File: src/rtl/vx_pkg.sv
package vx_pkg;
    localparam int NCH = 4;

    typedef enum logic [1:0] {
        PH_ACTIVE,
        PH_FRONT,
        PH_SYNC,
        PH_BACK
    } phase_t;

    function automatic int phase_cw(int a, int b, int c, int d);
        int m;
        m = a;
        if (b > m) m = b;
        if (c > m) m = c;
        if (d > m) m = d;
        return (m < 2) ? 1 : $clog2(m);
    endfunction
endpackage

File: src/rtl/sync_phase_fsm.sv
module sync_phase_fsm
    import vx_pkg::*;
#(
    parameter int ACT = 1024,
    parameter int FP  = 24,
    parameter int SW  = 136,
    parameter int BP  = 160,
    localparam int CW = phase_cw(ACT, FP, SW, BP)
) (
    input  logic          clk,
    input  logic          rst,
    input  logic          step,
    output logic [CW-1:0] pos,
    output logic          active,
    output logic          sync_n,
    output logic          wrap
);
    phase_t        state_q, state_n;
    logic [CW-1:0] cnt_q, len_m1;

    // next phase and length of the current phase
    always_comb begin
        unique case (state_q)
            PH_ACTIVE: begin state_n = PH_FRONT;  len_m1 = CW'(ACT - 1); end
            PH_FRONT:  begin state_n = PH_SYNC;   len_m1 = CW'(FP - 1);  end
            PH_SYNC:   begin state_n = PH_BACK;   len_m1 = CW'(SW - 1);  end
            PH_BACK:   begin state_n = PH_ACTIVE; len_m1 = CW'(BP - 1);  end
        endcase
    end

    // state register
    always_ff @(posedge clk) begin
        if (rst) begin
            state_q <= PH_ACTIVE;
            cnt_q   <= '0;
        end else if (step) begin
            if (cnt_q == len_m1) begin
                state_q <= state_n;
                cnt_q   <= '0;
            end else begin
                cnt_q   <= cnt_q + 1'b1;
            end
        end
    end

    // outputs
    always_comb begin
        pos    = cnt_q;
        active = (state_q == PH_ACTIVE);
        sync_n = (state_q != PH_SYNC);
        wrap   = step && (state_q == PH_BACK) && (cnt_q == len_m1);
    end
endmodule

File: src/rtl/sample_addr_map.sv
module sample_addr_map #(
    parameter int H_ACT  = 1024,
    parameter int HCW    = 10,
    parameter int ADDR_W = 12
) (
    input  logic [HCW-1:0]    col,
    input  logic [1:0]        zoom,
    input  logic [1:0]        offset,
    output logic [ADDR_W-1:0] addr
);
    logic [HCW-1:0]    col_sh;
    logic [ADDR_W-1:0] page_base;

    always_comb begin
        col_sh    = col >> zoom;
        page_base = ADDR_W'(offset) * ADDR_W'(H_ACT);
        addr      = page_base + ADDR_W'(col_sh);
    end
endmodule

File: src/rtl/trace_render.sv
module trace_render
    import vx_pkg::*;
#(
    parameter int V_ACT = 768,
    parameter int HCW   = 10,
    parameter int VCW   = 10
) (
    input  logic           clk,
    input  logic           rst,
    input  logic [HCW-1:0] col,
    input  logic [VCW-1:0] row,
    input  logic           act,
    input  logic           hs_in_n,
    input  logic           vs_in_n,
    input  logic           quad,
    input  logic [NCH-1:0] rd_data,
    output logic           quad_s1,
    output logic           hsync_n,
    output logic           vsync_n,
    output logic           red,
    output logic           green,
    output logic           blue
);
    localparam int BH = V_ACT / 4;
    localparam logic [VCW-1:0] HI_Q = VCW'(BH / 4);
    localparam logic [VCW-1:0] LO_Q = VCW'(BH - 1 - BH / 4);
    localparam logic [VCW-1:0] HI_S = VCW'(V_ACT / 4);
    localparam logic [VCW-1:0] LO_S = VCW'(V_ACT - 1 - V_ACT / 4);
    localparam logic [VCW-1:0] LAST = VCW'(BH - 1);

    logic [HCW-1:0] s1_col;
    logic [VCW-1:0] s1_row;
    logic           s1_act, s1_hs, s1_vs, s1_quad;
    logic [NCH-1:0] prev_q;

    logic [1:0]     band, ch;
    logic [VCW-1:0] brow, hi, lo;
    logic           cur, prv, seg, on, r_n, g_n, b_n;

    // stage 1: align raster with the memory read latency
    always_ff @(posedge clk) begin
        if (rst) begin
            s1_col  <= '0;
            s1_row  <= '0;
            s1_act  <= 1'b0;
            s1_hs   <= 1'b1;
            s1_vs   <= 1'b1;
            s1_quad <= 1'b0;
            prev_q  <= '0;
        end else begin
            s1_col  <= col;
            s1_row  <= row;
            s1_act  <= act;
            s1_hs   <= hs_in_n;
            s1_vs   <= vs_in_n;
            s1_quad <= quad;
            prev_q  <= rd_data;
        end
    end

    always_comb begin
        band = 2'd0;
        brow = s1_row;
        if (s1_row >= VCW'(3 * BH)) begin
            band = 2'd3; brow = s1_row - VCW'(3 * BH);
        end else if (s1_row >= VCW'(2 * BH)) begin
            band = 2'd2; brow = s1_row - VCW'(2 * BH);
        end else if (s1_row >= VCW'(BH)) begin
            band = 2'd1; brow = s1_row - VCW'(BH);
        end
        if (s1_quad) begin
            ch = band; hi = HI_Q; lo = LO_Q;
        end else begin
            ch = 2'd0; hi = HI_S; lo = LO_S; brow = s1_row;
        end
        cur = rd_data[ch];
        prv = prev_q[ch];
        seg = (s1_col != '0) && (cur != prv) && (brow >= hi) && (brow <= lo);
        on  = s1_act && ((cur && brow == hi) || (!cur && brow == lo) || seg);
        g_n = on && (!s1_quad || !ch[0]);
        b_n = on && s1_quad && ch[0];
        r_n = s1_act && s1_quad && (brow == LAST);
    end

    // stage 2: output register
    always_ff @(posedge clk) begin
        if (rst) begin
            hsync_n <= 1'b1;
            vsync_n <= 1'b1;
            red     <= 1'b0;
            green   <= 1'b0;
            blue    <= 1'b0;
        end else begin
            hsync_n <= s1_hs;
            vsync_n <= s1_vs;
            red     <= r_n;
            green   <= g_n;
            blue    <= b_n;
        end
    end

    assign quad_s1 = s1_quad;
endmodule

File: src/rtl/wave_raster_gen.sv
module wave_raster_gen
    import vx_pkg::*;
#(
    parameter int H_ACT = 1024,
    parameter int H_FP  = 24,
    parameter int H_SW  = 136,
    parameter int H_BP  = 160,
    parameter int V_ACT = 768,
    parameter int V_FP  = 3,
    parameter int V_SW  = 6,
    parameter int V_BP  = 29,
    localparam int HCW    = phase_cw(H_ACT, H_FP, H_SW, H_BP),
    localparam int VCW    = phase_cw(V_ACT, V_FP, V_SW, V_BP),
    localparam int ADDR_W = $clog2(4 * H_ACT)
) (
    input  logic              clk,
    input  logic              rst,
    input  logic              mode_quad,
    input  logic [1:0]        zoom,
    input  logic [1:0]        offset,
    output logic [ADDR_W-1:0] rd_addr,
    input  logic [NCH-1:0]    rd_data,
    output logic              hsync_n,
    output logic              vsync_n,
    output logic              red,
    output logic              green,
    output logic              blue
);
    logic [HCW-1:0] hpos;
    logic [VCW-1:0] vpos;
    logic h_act, h_sn, h_wrap, v_act, v_sn, v_wrap;
    logic quad_s1;

    sync_phase_fsm #(.ACT(H_ACT), .FP(H_FP), .SW(H_SW), .BP(H_BP)) u_hsync (
        .clk(clk), .rst(rst), .step(1'b1),
        .pos(hpos), .active(h_act), .sync_n(h_sn), .wrap(h_wrap)
    );

    sync_phase_fsm #(.ACT(V_ACT), .FP(V_FP), .SW(V_SW), .BP(V_BP)) u_vsync (
        .clk(clk), .rst(rst), .step(h_wrap),
        .pos(vpos), .active(v_act), .sync_n(v_sn), .wrap(v_wrap)
    );

    sample_addr_map #(.H_ACT(H_ACT), .HCW(HCW), .ADDR_W(ADDR_W)) u_addr (
        .col(hpos), .zoom(zoom), .offset(offset), .addr(rd_addr)
    );

    trace_render #(.V_ACT(V_ACT), .HCW(HCW), .VCW(VCW)) u_render (
        .clk(clk), .rst(rst),
        .col(hpos), .row(vpos), .act(h_act && v_act),
        .hs_in_n(h_sn), .vs_in_n(v_sn), .quad(mode_quad),
        .rd_data(rd_data), .quad_s1(quad_s1),
        .hsync_n(hsync_n), .vsync_n(vsync_n),
        .red(red), .green(green), .blue(blue)
    );

    logic unused_wrap;
    assign unused_wrap = v_wrap;
endmodule

File: config.mk
export PLATFORM = sky130hd
export DESIGN_NAME = wave_raster_gen
export DESIGN_NICKNAME = d
export VERILOG_FILES = /design/src/rtl/vx_pkg.sv /design/src/rtl/sync_phase_fsm.sv /design/src/rtl/sample_addr_map.sv /design/src/rtl/trace_render.sv /design/src/rtl/wave_raster_gen.sv
export SDC_FILE = /design/constraint.sdc
export NUM_CORES = 1
export LEC_CHECK = 0
export ABC_AREA = 1
export BUFFER_PORTS_ARGS = -buffer_cell sky130_fd_sc_hd__buf_4
export CORE_MARGIN = 5
export CORE_UTILIZATION = 30
export CTS_CLUSTER_DIAMETER = 150
export CTS_CLUSTER_SIZE = 25
export DETAILED_ROUTE_END_ITERATION = 8
export PLACE_DENSITY = 0.51
export REMOVE_ABC_BUFFERS = 1
export SYNTH_ARGS = -nofsm -noshare
export SYNTH_HDL_FRONTEND = slang
export SYNTH_SLANG_ARGS = --single-unit
File: constraint.sdc
create_clock -name clk -period 2.35 [get_ports clk]
set_input_delay 0.47 -clock clk [delete_from_list [all_inputs] [get_ports clk]]
set_output_delay 0.47 -clock clk [all_outputs]
set_load 0.03 [all_outputs]
Yosys cells after proc, flatten, opt, wreduce, memory -nomap -nowiden --
Index checks and enable logic that the tools add are counted.
Cells by class: reductions and logical operators 24, $lt $le $gt $ge 6, eq/ne operators 14, muxes and demuxes 19, shifts and indexed selects 1, add/sub/neg operators 6
Operator list (count):
- $pmux W10 S4 | 2
- $mux W10 | 6
- $eq A10 B10 Y1 | 3
- $add A10 B1 Y10 const B | 2
- $pmux W2 S4 | 2
- $logic_and A1 B1 Y1 | 13
- $add A12 B10 Y12 | 1
- $eq A10 B8 Y1 | 1
- $eq A10 B8 Y1 const B | 1
- $ge A10 B10 Y1 const B | 1
- $ge A10 B8 Y1 | 1
- $ge A10 B8 Y1 const B | 1
- $ge A10 B9 Y1 const B | 1
- $le A10 B10 Y1 | 1
- $reduce_bool A10 Y1 | 1
- $shr A10 B2 Y10 | 1
- $sub A10 B10 Y10 const B | 1
- $sub A10 B8 Y10 const B | 1
- $sub A10 B9 Y10 const B | 1
- $eq A2 B2 Y1 const B | 4
- $mux W8 | 1
- $mux W2 | 3
- $bmux W1 S2 | 2
- $eq A2 B1 Y1 const B | 2
- other kinds (9) | 17
Storage, ports and cells: logic and storage cells 86, output and inout bits 17, register bits 57, input port bits 11

Longest topological paths before layout --
depth in word-level cells 15, mapped depth 18, depth with buffers taken out 17

Hierarchy --
Synthesis repeated with hierarchy kept, for this count alone.
Unflattened totals: cells, all modules 540, area total of the unflattened synthesis 3602.2 µm²
Modules (own cells, without submodules):
- trace_render | cells each 248, area an instance 1760.4 µm², instances 1, sequential area each 660.6 µm²
- sync_phase_fsm (u_vsync) | cells each 125, area an instance 833.3 µm², instances 1, sequential area each 240.2 µm²
- sync_phase_fsm (u_hsync) | cells each 103, area an instance 730.7 µm², instances 1, sequential area each 240.2 µm²
- sample_addr_map | cells each 61, area an instance 266.5 µm², instances 1, sequential area each 0.0 µm²
- wave_raster_gen | cells each 3, area an instance 11.3 µm², instances 1, sequential area each 0.0 µm²

Worst setup path before layout --
No wires, ideal clock.
path type input port to output port, from in zoom[0], to out rd_addr[5], data arrival time 1537 ps, stages on the path 3, required time 1880 ps, path buffers 1, setup slack 343 ps, cell sequence clkbuf_1 -> o21ai_0 -> o21ai_0
Between the ends: word-level cells in the longest chain between the ends 2
Ends and longest elaborated chain:
- from (decl) | RTL line wave_raster_gen.sv:19 | input logic [1:0] zoom,
- $shr A10 B2 Y10 | RTL line sample_addr_map.sv:15 | col_sh = col >> zoom;
- $add A12 B10 Y12 | RTL line sample_addr_map.sv:17 | addr = page_base + ADDR_W'(col_sh);
- to (decl) | RTL line wave_raster_gen.sv:21 | output logic [ADDR_W-1:0] rd_addr,
No other way between the ends.

Final worst setup path --
from reg u_hsync.state_q[0], to reg u_vsync.cnt_q[9] (netlist: u_vsync.pos[9])
Between the ends: word-level cells in the longest chain between the ends 4, elaborated cells on any way between the ends 7, classes of those cells eq/ne: 4; mux: 1; reduce/logical: 2
Ends and longest elaborated chain:
- from (decl) | RTL line sync_phase_fsm.sv:18 | phase_t state_q, state_n;
- from (signal assigned) | RTL line sync_phase_fsm.sv:38 | state_q <= state_n;
- $eq A2 B2 Y1, or another cell as far along | RTL line sync_phase_fsm.sv:23, sync_phase_fsm.sv:51
- $pmux W10 S4 | RTL line sync_phase_fsm.sv:23 | unique case (state_q)
- $eq A10 B10 Y1 | RTL line sync_phase_fsm.sv:51 | wrap = step && (state_q == PH_BACK) && (cnt_q == len_m1);
- $logic_and A1 B1 Y1 (*) | RTL line sync_phase_fsm.sv:51
- to (signal assigned) | RTL line sync_phase_fsm.sv:41 | cnt_q <= cnt_q + 1'b1;
- to (decl) | RTL line sync_phase_fsm.sv:19 | logic [CW-1:0] cnt_q, len_m1;
Every way passes the cells marked *; elsewhere a longest branch is shown, timed or not. The select of a mux whose other input is x is not followed. A chain may end at the register's enable or synchronous reset.

==> results.cfg <==
[yosys]
synth_top_area_share_pct = 34.2
synthArstFlopShare_pct = 0
synth_largest_area_cell = dfxtp_1
yosysSeqAreaShare_pct = 34.2
synth_cell_types = 36
ys_ff_latch = 57
syn_area_per_cell_um2 = 6.87
synthTopCellsByArea = dfxtp_1, nand2_1, ha_1
syn_area_um2 = 3330
synth_edf_count = 0
postSynthCellCount = 485
synth_warnings = 0
yosys_most_used_dff = dfxtp_1

[floorplan]
rows = 38
die_area_um2 = 13300
dieWidth_um = 115
core_um2 = 10800
initial_utilization_pct = 30.7
boundaryPins = 28
die_height_um = 115

[cells_and_area]
diodes = 0
utilization_pct = 35.9
nets = 551
drive_above_1_share_pct = 13.3
syn2layout_area_growth_pct = 16.8
final_cell_mix = nand2_1, nor2_1, inv_1
layout_commonest_cell = nand2_1
fillers = 1150

[global_route]
grt_busiest_layer = met2
grtUsageMet3_pct = 3.26
grt_remaining_overflow = 0
antenna_found_initial = 0
use_met1_pct = 15.8
grt_max_degree = 24
gr-usage-met2_pct = 20.2
grt_pass1_wl_um = 13200
grt_pass1_vias = 2902
grt_usage_pct = 12.4

[outcome]
status = finished clean

[placement]
dp_hpwl_um = 5850
gp_congestion = 0.811
port-buffer-count = 23

[power]
p_switching_mw = 0.504
vdd_ir_drop_max_v = 0.000191
intPower_mw = 1.51
p_seq_share_pct = 48.9
switching_share_pct = 25.0
power_density_nw_per_um2 = 518
clkPwrFrac_pct = 43.4
combPwrFrac_pct = 7.8
p_leak_nw = 1.76

[worst_setup_path]
crit_path_start_kind = flip-flop
cpPeakStageDelay_ps = 360
r2r-end = u_vsync.pos[9]
crit_chain = inv_1, ha_1, xnor2_1, nor4_4, nand3_4, clkinv_2, nand2_2, inv_2, nand2_2, nor4_1, nor2_1
critPathKind = reg -> reg
r2r_cells = 11
reg2reg_slack_ps = 210
path_delay_family = simple AND/OR/NAND/NOR gates
required_ps = 2570
cp.arrival_ps = 2360
r2r-start = u_hsync.state_q[0]
crit_top_cell = nand2_2
crit_slowest_cell = dfxtp_1
critPathCaptureType = flip-flop
critPathBufInv = 3
crit_fanout = 7

[sta]
timing.setup.tns_ps = 0
skew_ps = 16.1
tightest_slew_ps = 419
fin_crit_sh_pct = 91.1
hold_slack_ps = 358
slew_viol_final = 0
fmax_ghz = 0.467
period_minus_slack_ps = 2140
rsz0062_at_grt = false
hold_viol_final = 0
slew_headroom_pct = 71.7
setup_violations = 0

[clock_tree]
cts.sinks = 57
post_cts_buffers = 0
hold_buffers = 0
clockBufferDepth = 2
cts_buffers = 9
cts-root-buf = clkbuf_8
cts_resized = 0
clkTransAtPathRegs_ps = 70
cts_tree = built
htreeDepth = 3
clk_latency_ps = 340

[worst_hold_path]
hold-path-endpoint = u_render.prev_q[2]
min_path_type = in -> reg
min_path_cells = 3
worstHoldStart = rd_data[2]

[run]
maxCapViolCount = 0

[routing]
post_drt_wl_per_cell_um = 11.3
drcViolationCount = 0
firstDrtPassIters = 4
vias = 3023
post_drt_via_cell_ratio = 4.59
drtAntennaViolNets = 0
drt_iter0_markers = 170
finalWirelength_um = 7470
==> flip-flops by register name, indices dropped and copies added, names as in the netlist, 2 cells and up <==
signal           count
u_hsync.pos         10
u_render.s1_col     10
u_render.s1_row     10
u_vsync.pos         10
u_render.prev_q      4
u_hsync.state_q      2
u_vsync.state_q      2
==> worst reg2reg max path, cell delays in order, from the launching register on <==
cell      delay, ps
dfxtp_1         360
inv_1           100
ha_1            330
xnor2_1         160
nor4_4          320
nand3_4         160
clkinv_2        130
nand2_2          80
inv_2            60
nand2_2          60
nor4_1          170
nor2_1           70
==> how the worst max path moves through the flow <==
stage / startpoint / endpoint / slack, ps / cells past startpoint
global placement: u_hsync.state_q[0] / u_vsync.pos[9] / 210 / 12
detailed placement: u_hsync.state_q[1] / u_vsync.pos[9] / 90 / 12
floorplan: u_render.quad_s1 / u_render.blue / 350 / 12
CTS: u_hsync.state_q[0] / u_vsync.pos[9] / 70 / 12
finish: u_hsync.state_q[0] / u_vsync.pos[9] / 210 / 11
global route: u_render.s1_row[6] / u_render.green / 0.4 / 15
==> metal layers <==
layer | vias to the layer above | wire length (µm) | share of wire [%]
met3 | 6 | 184 | 2.5
met4 | 0 | 95 | 1.3
met1 | 1380 | 3670 | 49
li1 | 1616 | - | -
met2 | 21 | 3520 | 47
met5 | - | 0 | 0
==> synthesized netlist by cell type, types with 2 or more instances <==
master and number:
o21ai_1 5, xnor2_1 4, clkbuf_1 6, a211oi_1 3
buf_2 2, inv_1 61, nand4_1 3, buf_4 2
ha_1 24, nor3b_1 3, dfxtp_1 57, nor3_1 18
xor2_1 9, o21ai_0 18, nand3_1 38, nand2_1 98
a21oi_1 26, nand3_2 4, nor2_1 72, nor4_1 7
inv_2 6, or2_2 2, nand2_2 3, nand2_4 2
==> cell type report <==
class                      count  area, µm²  area share [%]
timing repair buffer          31        233            5.98
multi-input combinational    349       1900            48.9
inverter                      68        256            6.59
tap                          140        175            4.50
clock buffer                   9        124            3.18
clock inverter                 5       58.8            1.51
sequential                    57       1140            29.3
==> power by group through the flow <==
| stage | registers [mW] | logic, mW | clock network [mW] |
|---|---|---|---|
| finish | 0.985 | 0.156 | 0.874 |
| CTS | 0.985 | 0.158 | 0.906 |
| global route | 0.987 | 0.177 | 0.953 |
| detailed placement | 1.01 | 0.158 | 0 |
| global placement | 1.01 | 0.158 | 0 |
| floorplan | 1.01 | 0.0883 | 0 |
==> stage by stage <==
step | power, mW | setup slack (ps) | instances | instance area (µm²)
floorplan | 1.10 | 352 | 474 | 3270
finish | 2.02 | 209 | 659 | 3890
global route | 2.12 | 0.383 | 659 | 3890
global placement | 1.17 | 212 | 645 | 3680
CTS | 2.05 | 74.6 | 659 | 3860
detailed placement | 1.17 | 89.8 | 645 | 3680
==> cell families after synthesis <==
| group | count (synthesis) | synth area share, % |
|---|---|---|
| and+or+nand+nor | 256 | 34.8 |
| AOI/OAI and AO/OA | 55 | 8.79 |
| buffers and inverters | 79 | 9.46 |
| adders and majority gates | 24 | 9.01 |
| muxes | 1 | 0.300 |
| xor gates and xnor gates | 13 | 3.42 |
| DFF | 57 | 34.2 |
Note: power is estimated with default switching activity, not from simulation.
